<file path="src/rtl/crt_pkg.sv">
package crt_pkg;
  typedef struct packed {
    logic ovf;
    logic ext;
    logic rx_sel;
    logic tx_sel;
    logic ext_en;
    logic cap_sel;
    logic cnt_src;
    logic run;
  } ctrl_t;

  localparam int unsigned ADDR_CTRL = 0;
  localparam int unsigned ADDR_CNT0 = 1;
endpackage

</file>
<file path="src/rtl/crt_edge_det.sv">
module crt_edge_det (
  input  logic clk,
  input  logic rst_n,
  input  logic stb,
  input  logic pin,
  output logic fall
);
  logic last_q, last_d;

  always_comb begin
    last_d = stb ? pin : last_q;
    fall   = stb & last_q & ~pin;
  end

  always_ff @(posedge clk or negedge rst_n) begin
    if (!rst_n) last_q <= 1'b0;
    else        last_q <= last_d;
  end

  assert_fall_needs_stb_R4: assert property (@(posedge clk) disable iff (!rst_n)
    fall |-> stb);
endmodule

</file>
<file path="src/rtl/crt_ctrl.sv">
module crt_ctrl
  import crt_pkg::*;
(
  input  logic       clk,
  input  logic       rst_n,
  input  logic       wr_ctrl,
  input  logic [7:0] wdata,
  input  logic       set_ovf,
  input  logic       set_ext,
  output ctrl_t      ctrl_q
);
  ctrl_t ctrl_d;
  ctrl_t wr_view;

  always_comb begin
    wr_view = ctrl_t'(wdata);
    ctrl_d  = ctrl_q;
    if (wr_ctrl) begin
      ctrl_d.run     = wr_view.run;
      ctrl_d.cnt_src = wr_view.cnt_src;
      ctrl_d.cap_sel = wr_view.cap_sel;
      ctrl_d.ext_en  = wr_view.ext_en;
      ctrl_d.tx_sel  = wr_view.tx_sel;
      ctrl_d.rx_sel  = wr_view.rx_sel;
      ctrl_d.ovf     = ctrl_q.ovf & wr_view.ovf;
      ctrl_d.ext     = ctrl_q.ext & wr_view.ext;
    end
    ctrl_d.ovf = ctrl_d.ovf | set_ovf;
    ctrl_d.ext = ctrl_d.ext | set_ext;
  end

  always_ff @(posedge clk or negedge rst_n) begin
    if (!rst_n) ctrl_q <= '0;
    else        ctrl_q <= ctrl_d;
  end

  assert_ovf_src_R10: assert property (@(posedge clk) disable iff (!rst_n)
    $rose(ctrl_q.ovf) |-> $past(set_ovf));
  assert_ext_src_R10: assert property (@(posedge clk) disable iff (!rst_n)
    $rose(ctrl_q.ext) |-> $past(set_ext));
  assert_no_ovf_in_baud_R9: assert property (@(posedge clk) disable iff (!rst_n)
    (ctrl_q.rx_sel | ctrl_q.tx_sel) |-> !set_ovf);
endmodule

</file>
<file path="src/rtl/crt_core.sv">
module crt_core #(
  parameter int unsigned CNT_W = 16,
  localparam int unsigned NB   = CNT_W / 8
) (
  input  logic             clk,
  input  logic             rst_n,
  input  logic             stb,
  input  logic             run,
  input  logic             cnt_src,
  input  logic             cap_sel,
  input  logic             ext_en,
  input  logic             baud,
  input  logic             cnt_fall,
  input  logic             trig_fall,
  input  logic [NB-1:0]    cnt_we,
  input  logic [NB-1:0]    hold_we,
  input  logic [7:0]       wdata,
  output logic [CNT_W-1:0] cnt_q,
  output logic [CNT_W-1:0] hold_q,
  output logic             ovf_set,
  output logic             ext_set,
  output logic             baud_q
);
  localparam logic [CNT_W-1:0] ONE = {{(CNT_W-1){1'b0}}, 1'b1};

  logic [CNT_W-1:0] cnt_d, hold_d;
  logic             inc, ovf, trig_ok, cap, rld_trig, baud_d;

  always_comb begin
    inc      = run & (cnt_src ? cnt_fall : stb);
    ovf      = inc & (&cnt_q);
    trig_ok  = run & ext_en & trig_fall & ~baud;
    cap      = trig_ok & cap_sel;
    rld_trig = trig_ok & ~cap_sel;
    ovf_set  = ovf & ~baud;
    ext_set  = trig_ok;
    baud_d   = ovf & baud;

    cnt_d = cnt_q;
    if (ovf)           cnt_d = (baud | ~cap_sel) ? hold_q : '0;
    else if (rld_trig) cnt_d = hold_q;
    else if (inc)      cnt_d = cnt_q + ONE;
    for (int b = 0; b < NB; b++)
      if (cnt_we[b]) cnt_d[b*8 +: 8] = wdata;

    hold_d = hold_q;
    if (cap) hold_d = cnt_q;
    else
      for (int b = 0; b < NB; b++)
        if (hold_we[b]) hold_d[b*8 +: 8] = wdata;
  end

  always_ff @(posedge clk or negedge rst_n) begin
    if (!rst_n) begin
      cnt_q  <= '0;
      hold_q <= '0;
      baud_q <= 1'b0;
    end else begin
      cnt_q  <= cnt_d;
      hold_q <= hold_d;
      baud_q <= baud_d;
    end
  end

  assert_idle_R2: assert property (@(posedge clk) disable iff (!rst_n)
    (!run && cnt_we == '0) |=> $stable(cnt_q));
  assert_hold_src_R7: assert property (@(posedge clk) disable iff (!rst_n)
    (!(trig_fall && ext_en && run && cap_sel && !baud) && hold_we == '0) |=> $stable(hold_q));
  assert_tick_src_R9: assert property (@(posedge clk) disable iff (!rst_n)
    baud_q |-> $past(baud && run));
  assert_ext_gate_R8: assert property (@(posedge clk) disable iff (!rst_n)
    !ext_en |-> !ext_set);
endmodule

</file>
<file path="src/rtl/cap_reload_timer.sv">
module cap_reload_timer
  import crt_pkg::*;
#(
  parameter int unsigned CNT_W  = 16,
  parameter int unsigned ADDR_W = 3
) (
  input  logic              clk,
  input  logic              rst_n,
  input  logic              cyc_stb,
  input  logic              cnt_pin,
  input  logic              trig_pin,
  input  logic              reg_wr,
  input  logic [ADDR_W-1:0] reg_addr,
  input  logic [7:0]        reg_wdata,
  output logic [7:0]        reg_rdata,
  output logic              ovf_flag,
  output logic              ext_flag,
  output logic              irq,
  output logic              baud_tick
);
  localparam int unsigned NB = CNT_W / 8;

  ctrl_t            ctrl_q;
  logic             cnt_fall, trig_fall, ovf_set, ext_set, wr_ctrl;
  logic [NB-1:0]    cnt_we, hold_we;
  logic [CNT_W-1:0] cnt_q, hold_q;

  always_comb begin
    wr_ctrl = reg_wr && (reg_addr == ADDR_W'(ADDR_CTRL));
    for (int b = 0; b < NB; b++) begin
      cnt_we[b]  = reg_wr && (reg_addr == ADDR_W'(ADDR_CNT0 + b));
      hold_we[b] = reg_wr && (reg_addr == ADDR_W'(ADDR_CNT0 + NB + b));
    end
  end

  crt_edge_det u_cnt_edge (
    .clk(clk), .rst_n(rst_n), .stb(cyc_stb), .pin(cnt_pin), .fall(cnt_fall));
  crt_edge_det u_trig_edge (
    .clk(clk), .rst_n(rst_n), .stb(cyc_stb), .pin(trig_pin), .fall(trig_fall));

  crt_ctrl u_ctrl (
    .clk(clk), .rst_n(rst_n), .wr_ctrl(wr_ctrl), .wdata(reg_wdata),
    .set_ovf(ovf_set), .set_ext(ext_set), .ctrl_q(ctrl_q));

  crt_core #(.CNT_W(CNT_W)) u_core (
    .clk(clk), .rst_n(rst_n), .stb(cyc_stb),
    .run(ctrl_q.run), .cnt_src(ctrl_q.cnt_src), .cap_sel(ctrl_q.cap_sel),
    .ext_en(ctrl_q.ext_en), .baud(ctrl_q.rx_sel | ctrl_q.tx_sel),
    .cnt_fall(cnt_fall), .trig_fall(trig_fall),
    .cnt_we(cnt_we), .hold_we(hold_we), .wdata(reg_wdata),
    .cnt_q(cnt_q), .hold_q(hold_q),
    .ovf_set(ovf_set), .ext_set(ext_set), .baud_q(baud_tick));

  always_comb begin
    reg_rdata = '0;
    if (reg_addr == ADDR_W'(ADDR_CTRL)) reg_rdata = ctrl_q;
    for (int b = 0; b < NB; b++) begin
      if (reg_addr == ADDR_W'(ADDR_CNT0 + b))      reg_rdata = cnt_q[b*8 +: 8];
      if (reg_addr == ADDR_W'(ADDR_CNT0 + NB + b)) reg_rdata = hold_q[b*8 +: 8];
    end
    ovf_flag = ctrl_q.ovf;
    ext_flag = ctrl_q.ext;
    irq      = ctrl_q.ovf | ctrl_q.ext;
  end

  assert_irq_follows_R11: assert property (@(posedge clk) disable iff (!rst_n)
    $rose(irq) |-> $past(ovf_set || ext_set));
endmodule

</file>
<file path="config.mk">
export PLATFORM = sky130hd
export DESIGN_NAME = cap_reload_timer
export DESIGN_NICKNAME = d
export VERILOG_FILES = /design/src/rtl/crt_pkg.sv /design/src/rtl/crt_edge_det.sv /design/src/rtl/crt_ctrl.sv /design/src/rtl/crt_core.sv /design/src/rtl/cap_reload_timer.sv
export SDC_FILE = /design/constraint.sdc
export NUM_CORES = 1
export LEC_CHECK = 0
export ABC_AREA = 1
export BUFFER_PORTS_ARGS = -buffer_cell sky130_fd_sc_hd__buf_2
export CORE_MARGIN = 2
export CORE_UTILIZATION = 30
export DETAILED_ROUTE_END_ITERATION = 8
export GPL_TIMING_DRIVEN = 1
export PLACE_DENSITY_LB_ADDON = 0.3
export SLEW_MARGIN = 20
export SYNTH_ARGS = -nofsm -noshare
export SYNTH_HDL_FRONTEND = slang
export SYNTH_SLANG_ARGS = --single-unit
</file>
<file path="constraint.sdc">
create_clock -name clk -period 1.5 [get_ports clk]
set_input_delay 0.3 -clock clk [delete_from_list [all_inputs] [get_ports clk]]
set_output_delay 0.3 -clock clk [all_outputs]
set_load 0.02 [all_outputs]
</file>
## Yosys cells after proc, flatten, opt, wreduce, memory -nomap -nowiden

Index checks and enable logic that the tools add are counted.

| word-level totals | value |
|---|---|
| logic and storage cells | 71 |
| register bits after elaboration | 43 |
| bits of input ports | 17 |
| output and inout port bits | 12 |

| cells by class | value |
|---|---|
| reduce and logical (&&, ||, !) cells | 11 |
| $add $sub $neg | 1 |
| bitwise operators | 24 |
| mux-type cells | 16 |
| equal/unequal tests | 4 |

Operators with widths:

| operator | number |
|---|---|
| two-way mux 16 bit | 5 |
| two-way mux 8 bit | 10 |
| adder 16 x 1 -> 16 bit, second input constant | 1 |
| AND reduction 16 bit | 1 |
| AND 1 bit | 15 |
| nonzero test 4 bit | 2 |
| == test 3 x 2 -> 1 bit, second input constant | 2 |
| logical AND 1 bit | 5 |
| bitwise OR 1 bit | 5 |
| inverter 1 bit | 4 |
| nonzero test 2 bit | 2 |
| == test 3 x 1 -> 1 bit, second input constant | 1 |
| == test 3 bit, second input constant | 1 |
| zero test 3 bit | 1 |
| two-way mux 1 bit | 1 |

## Longest topological paths before layout

Gate-level depths: netlist of run 1.

| logic depth | value |
|---|---|
| depth in word-level cells | 8 |
| depth in mapped cells | 12 |
| depth with buffers taken out | 11 |

## Hierarchy

Synthesis of run 1 repeated with hierarchy kept, for this count alone.

| unflattened totals | value |
|---|---|
| cells, all modules | 550 |
| area total of the unflattened synthesis | 3405.8 um^2 |

Modules (own cells, without submodules):

| module | cells an instance | area an instance (um^2) | seq. area each (um^2) | instances |
|---|---|---|---|---|
| crt_core | 392 | 2519.9 | 825.8 | 1 |
| cap_reload_timer | 107 | 466.7 | 0.0 | 1 |
| crt_ctrl | 37 | 324.1 | 200.2 | 1 |
| crt_edge_det | 7 | 47.5 | 25.0 | 2 |

## Least setup slack after synthesis of run 1

No wires, ideal clock.

| timing path | value |
|---|---|
| path type | reg-to-reg |
| start point | register u_core.cnt_q[1] |
| end point | register u_core.cnt_q[7] |
| clock period less this slack | 1.521 ns |
| path slack | -0.021 ns |
| arrival time | 1.405 ns |
| path buffers | 0 |
| library setup time | 0.116 ns |
| cell stages (with the launch flop) | 11 |
| data required time | 1.384 ns |
| cell sequence | dfrtp_1 -> ha_1 -> inv_1 -> nor2_2 -> nand2_1 -> inv_1 -> nand3b_1 -> nand3_1 -> nand3_1 -> nand2_1 -> nand2_1 |

| between the ends | value |
|---|---|
| longest elaborated chain between the ends | 5 |
| elaborated cells between the ends (all ways) | 8 |
| those cells by class | add/sub (1); mux (4); bitwise (1); reduce/logical (2) |

RTL lines:

| item | line | text |
|---|---|---|
| start: declaration | crt_core.sv:18 | `output logic [CNT_W-1:0] cnt_q,` |
| start signal: assignment | crt_core.sv:59 | `cnt_q <= cnt_d;` |
| adder 16 x 1 -> 16 bit | crt_core.sv:42 | `else if (inc) cnt_d = cnt_q + ONE;` |
| two-way mux 16 bit | crt_core.sv:42 |  |
| two-way mux 16 bit | crt_core.sv:41 | `else if (rld_trig) cnt_d = hold_q;` |
| two-way mux 16 bit | crt_core.sv:40 | `if (ovf) cnt_d = (baud \| ~cap_sel) ? hold_q : '0;` |
| two-way mux 8 bit | crt_core.sv:44 | `if (cnt_we[b]) cnt_d[b*8 +: 8] = wdata;` |

Several ways; a longest one is shown, not always the timed one. The select of a mux whose other input is x is not followed.
A chain may end at the register's enable or synchronous reset.

## Final worst setup path of run 1

| timing path | value |
|---|---|
| start point | register u_core.cnt_q[0] |
| end point | output port reg_rdata[0] |

| between the ends | value |
|---|---|
| longest elaborated chain between the ends | 4 |

RTL lines:

| item | line | text |
|---|---|---|
| two-way mux 8 bit | cap_reload_timer.sv:58 | `if (reg_addr == ADDR_W'(ADDR_CNT0 + b)) reg_rdata = cnt_q[b*8 +: 8];` |
| two-way mux 8 bit | cap_reload_timer.sv:59 | `if (reg_addr == ADDR_W'(ADDR_CNT0 + NB + b)) reg_rdata = hold_q[b*8 +: 8];` |
| two-way mux 8 bit | cap_reload_timer.sv:58 |  |
| two-way mux 8 bit | cap_reload_timer.sv:59 |  |
| end: declaration | cap_reload_timer.sv:15 | `output logic [7:0] reg_rdata,` |

Every way passes these cells.

==> impl_metrics.yaml, run 1 <==
global_routing:
  antenna_found_initial: 0
  grt_pass1_wl_mm: 18.0
  grt_start_max_net_pins: 31
  grt_pass1_vias: 3448
  grt_overflow: 0
  grtUsageTotal_pct: 20.8
worst_setup_path:
  startpoint: "u_core.cnt_q[0]"
  crit_type: "reg -> out"
  r2r_setup_slack_ns: -0.19
  start_kind: "flip-flop"
  timing.rr.start: "u_core.cnt_q[0]"
  crit_end: "reg_rdata[0]"
  worst_ep_arrival_time_ns: 1.46
  cp-end-kind: "output pin"
  reg2reg_to: "u_core.cnt_q[4]"
  required_ns: 1.20
  cp_max_fo: 2
  reg2reg_depth: 11
sta:
  hold_slack_ns: 0.254
  fin_ws_ns: -0.259
  final-hold-violation-count: 0
  setup_viol: 25
  finalSetupTns_ns: -3.78
  timing.fmax_mhz: 568
  worst_pin_slew_ns: 0.378
  maxSlewViolCount: 0
  fin_skew_ns: 0.0109
  period_minus_slack_ns: 1.76
  period_share_pct: 117
  relSlewSlack_pct: 74.8
  rsz0062_at_grt: "true"
power:
  vdd_drop_max_v: 0.000529
  p_per_area_nw_per_um2: 1240
  power.internal_mw: 3.30
  clkPwrFrac_pct: 18.1
  p_switching_mw: 2.19
  p_seq_share_pct: 31.4
  combPwrFrac_pct: 50.5
  p_leak_nw: 2.32
  sw_frac_of_total_pct: 39.9
floorplanning:
  core-area_sq_um: 9820
  die_height_um: 105
  chipWidth_um: 105
  fp.dieArea_sq_um: 11000
  initial_core_util_pct: 31.0
  num_rows: 36
  pin_count: 29
clock_network:
  clock_latency_ns: 0.31
  root_buffer: "clkbuf_8"
  cts_buffer_depth: 2
  path_clk_slew_ns: 0.09
  cts_sinks: 43
  cts_tree: "yes"
  cts_buffers: 5
  htreeDepth: 2
route:
  routed_wl_mm: 11.4
  drt_iter0_markers: 378
  num_vias: 3540
  vias_per_cell: 5.05
  drtPass1Iterations: 6
  post_drt_wl_per_cell_um: 16.2
  drc: 0
  ant_nets: 0
synth:
  synth_seq_cells: 43
  avgSynthCellArea_sq_um: 6.72
  synth_area_sq_um: 3040
  synth-edff-count: 0
  ys_seq_area_share_pct: 35.3
  synth_nets: 471
  synth.distinct_cells: 34
  synthArstFlopShare_pct: 100
  yosysWarnings: 0
  synthFlopType: "dfrtp_1"
  syn_inst: 453
cells_and_area:
  seqCellArea_sq_um: 1080
  drive_above_1_share_pct: 34.3
  instances_no_fill: 701
  nets: 585
  n_antenna_cell: 0
  multi_input_area_sq_um: 1820
  final_common_cell: "nand2_1"
  syn_to_final_growth_pct: 45.4
  n_fill_cell: 1012
  final_cell_mix: "154 x nand2_1, 74 x buf_4, 54 x inv_1"
status:
  violations: "negative setup slack"
  outcome: "complete, but fails checks"
flow_run:
  drv_cap: 0
placement:
  pre_cts_ws_ns: -0.268
  placed_cells: 682
  gp_congestion: 0.993
  io_buffers: 28
  dp_hpwl_mm: 8.59
hold_path:
  hold_class: "in -> reg"
## stage by stage
stage / util [%] / instance area, sq um / total power, mW
after floorplan: - / 3050 / 2.92
after global placement: 39.7 / 3890 / 3.97
after detailed placement: 39.7 / 3890 / 4.00
after CTS: 42.9 / 4220 / 5.30
after global routing: 45.1 / 4430 / 5.84
final: 45.1 / 4430 / 5.49
## Yosys cell counts, types with 3 or more instances
| cell | n | share of area [%] |
|---|---|---|
| a21oi_1 | 11 | 1.8 |
| a221oi_1 | 3 | 0.86 |
| buf_2 | 4 | 0.66 |
| buf_4 | 3 | 0.74 |
| dfrtp_1 | 43 | 35 |
| inv_1 | 69 | 8.5 |
| mux2_2 | 3 | 1.1 |
| nand2_1 | 169 | 21 |
| nand2_2 | 3 | 0.62 |
| nand3_1 | 36 | 5.9 |
| nand4_1 | 7 | 1.4 |
| nor2_1 | 25 | 3.1 |
| nor2_2 | 4 | 0.82 |
| o211ai_1 | 4 | 0.99 |
| o21ai_0 | 22 | 3.6 |
| o221ai_1 | 12 | 3.5 |
| o22ai_1 | 6 | 1.2 |
| xor2_1 | 7 | 2.0 |
## power groups by stage
stage	Combinational [mW]	Clock [mW]	Sequential, mW
final	2.77	0.993	1.73
after global routing	3.03	1.05	1.76
after CTS	2.58	1.01	1.71
after detailed placement	2.28	0	1.72
after global placement	2.27	0	1.70
after floorplan	1.20	0	1.72
## timing repair
| action | in CTS | in global routing |
|---|---|---|
| pin swaps | 11 | 12 |
| setup endpoints to repair | 41 | 41 |
| endpoints found under the hold margin | 13 | 0 |
| cloned | 0 | 1 |
| hold buffers | 1 | 0 |
| buffers inserted | 8 | 3 |
| resized for setup | 44 | 53 |
## cell families after synthesis
logic type,synth area share [%]
simple gates,36.8
buf+inv,11.2
compound gates,13.1
flops,35.3
xor+xnor,2.01
mux,1.11
fa+ha+maj,0.411
## how the worst min path moves through the flow
| stage | startpoint | endpoint | slack, ns | depth (start not counted) |
|---|---|---|---|---|
| 5_1_grt | trig_pin | u_trig_edge.last_q | 0.25 | 2 |
| 3_5_place_dp | rst_n | u_trig_edge.last_q | 0.24 | 1 |
| 6_report | trig_pin | u_trig_edge.last_q | 0.25 | 2 |
| 4_1_cts | trig_pin | u_trig_edge.last_q | 0.24 | 2 |
| 2_1_floorplan | rst_n | u_cnt_edge.last_q | 0.004 | 0 |
| 3_3_place_gp | rst_n | u_trig_edge.last_q | 0.23 | 1 |
## layer usage
metal,up-vias,track usage [%],share of wire [%]
met5,-,0,0
met4,0,12.0,5.4
met3,54,2.43,7.4
met2,187,33.2,45
met1,1610,27.2,42
li1,1689,-,-
## critical path, stage by stage (launching register included)
cell	delay, ns
dfrtp_1	0.41
buf_6	0.13
inv_4	0.06
nor2_4	0.04
a221oi_4	0.22
nand3_2	0.13
buf_6	0.16
## sequential cells by signal, indices dropped and copies added (netlist names)
name and count:
u_core.cnt_q 16, u_cnt_edge.last_q 1, u_core.baud_q 1, u_trig_edge.last_q 1, u_core.hold_q 16, u_ctrl.ctrl_q 8
## final cells by class
class                      instances  share of cell area [%]
multi-input combinational        328                    41.1
sequential                        43                    24.3
clock inverter                     2                   0.792
inverter                          72                    6.56
clock buffer                       6                    1.87
tap                              133                    3.76
timing repair buffer             117                    21.5
Note: power is estimated with default switching activity, not from simulation.
==> inputs of run 2 (changes only) <==
==> constraint.sdc (replaced) <==
create_clock -name clk -period 2.2 [get_ports clk]
set_input_delay 0.44 -clock clk [delete_from_list [all_inputs] [get_ports clk]]
set_output_delay 0.44 -clock clk [all_outputs]
set_load 0.02 [all_outputs]
==> impl_metrics.yaml, run 2 (synthesis gave the netlist of run 1 again) <==
floorplanning:
  pin_count: 29
  core-area_sq_um: 9820
  die_height_um: 105
  fp.dieArea_sq_um: 11000
  chipWidth_um: 105
  initial_core_util_pct: 31.0
  num_rows: 36
clock_network:
  cts_buffer_depth: 2
  path_clk_slew_ns: 0.09
  hold_buffers: 0
  cts_sinks: 43
  clock_latency_ns: 0.30
  cts_buffers: 5
  postCtsSetupBuffers: 0
  ctsResizeCount: 0
  cts_tree: "yes"
  htreeDepth: 2
  root_buffer: "clkbuf_8"
cells_and_area:
  drive_above_1_share_pct: 13.8
  n_antenna_cell: 0
  nets: 509
  final_common_cell: "nand2_1"
  instances_no_fill: 624
  final_cell_mix: "169 x nand2_1, 69 x inv_1, 43 x dfrtp_1"
  syn_to_final_growth_pct: 15.0
  largest_registers: "u_core.cnt_q: 16 flops, u_core.hold_q: 16 flops, u_ctrl.ctrl_q: 8 flops"
global_routing:
  grt_start_max_net_pins: 24
  antenna_found_initial: 0
  grt_overflow: 0
  grtUsageTotal_pct: 19.1
  grt_pass1_vias: 3069
  grt_pass1_wl_mm: 16.5
route:
  drc: 0
  post_drt_wl_per_cell_um: 16.2
  num_vias: 3128
  routed_wl_mm: 10.1
  drt_iter0_markers: 292
  ant_nets: 0
  vias_per_cell: 5.01
  drtPass1Iterations: 5
worst_setup_path:
  r2r_setup_slack_ns: 0.20
  required_ns: 1.76
  critical-path-top-delay-family: "compound AO/OA/AOI/OAI gates"
  crit_chain: "a221oi_1, nand3_1, buf_2"
  start_kind: "flip-flop"
  cp_slowest_cell: "a221oi_1"
  crit_type: "reg -> out"
  cp-end-kind: "output pin"
  max_stage_delay_ns: 0.51
  crit_buf_inv: 1
  cp_max_fo: 7
  worst_ep_arrival_time_ns: 1.62
sta:
  final-hold-violation-count: 0
  period_minus_slack_ns: 2.06
  timing.fmax_mhz: 486
  fin_ws_ns: 0.141
  worst_pin_slew_ns: 0.543
  finalSetupTns_ns: 0
  relSlewSlack_pct: 63.8
  setup_viol: 0
  fin_skew_ns: 0.00869
  period_share_pct: 93.6
  rsz0062_at_grt: "false"
  maxSlewViolCount: 0
power:
  combPwrFrac_pct: 35.3
  p_switching_mw: 1.26
  power.internal_mw: 1.72
  vdd_drop_max_v: 0.000296
  p_leak_nw: 1.87
  sw_frac_of_total_pct: 42.3
  p_per_area_nw_per_um2: 853
  clkPwrFrac_pct: 21.2
  p_seq_share_pct: 43.5
flow_run:
  drv_cap: 0
placement:
  pre_cts_ws_ns: 0.102
  gp_congestion: 0.952
  io_buffers: 28
  placed_cells: 617
  dp_hpwl_mm: 7.91
status:
  outcome: "completed"
hold_path:
  hold_class: "in -> async"
run 2: stage by stage:
stage	power [mW]	cell area (sq um)	utilization, %	hold slack [ns]
after floorplan	1.99	3040	-	0.144
after global placement	2.33	3390	34.5	0.446
after detailed placement	2.34	3390	34.5	0.451
after CTS	2.98	3500	35.6	0.123
after global routing	3.21	3500	35.7	0.128
final	2.99	3500	35.7	0.112
run 2: layer usage:
layer  vias up  wire [um]  GRT usage (%)
li1       1534          -              -
met1      1439       4440           25.7
met2       126       4630           30.2
met3        29        659           2.31
met4         0        412           9.14
met5         -          0              0
run 2: area by class of cell:
type	count	area, sq um
sequential	43	1080
clock buffer	5	68.8
tap	133	166
timing repair buffer	41	250
clock inverter	2	37.5
multi-input combinational	328	1630
inverter	72	270
fill	1126	6320
run 2: power by group through the flow:
stage | Combinational (mW) | Clock (mW) | Sequential [mW]
6_report | 1.05 | 0.634 | 1.30
2_1_floorplan | 0.814 | 0 | 1.17
5_1_grt | 1.20 | 0.677 | 1.33
3_3_place_gp | 1.03 | 0 | 1.30
3_5_place_dp | 1.04 | 0 | 1.30
4_1_cts | 1.05 | 0.648 | 1.29
run 2: worst paths after layout:
| kind | start | end | cells after the start |
|---|---|---|---|
| min | rst_n | u_core.cnt_q[12] | 1 |
| max in group asynchronous | rst_n | u_core.cnt_q[4] | 2 |
| min in group clk | cyc_stb | u_cnt_edge.last_q | 2 |
| min reg2reg | u_ctrl.ctrl_q[4] | u_ctrl.ctrl_q[4] | 2 |
| max reg2reg | u_core.cnt_q[0] | u_core.cnt_q[8] | 10 |
| max | u_core.cnt_q[6] | reg_rdata[6] | 3 |
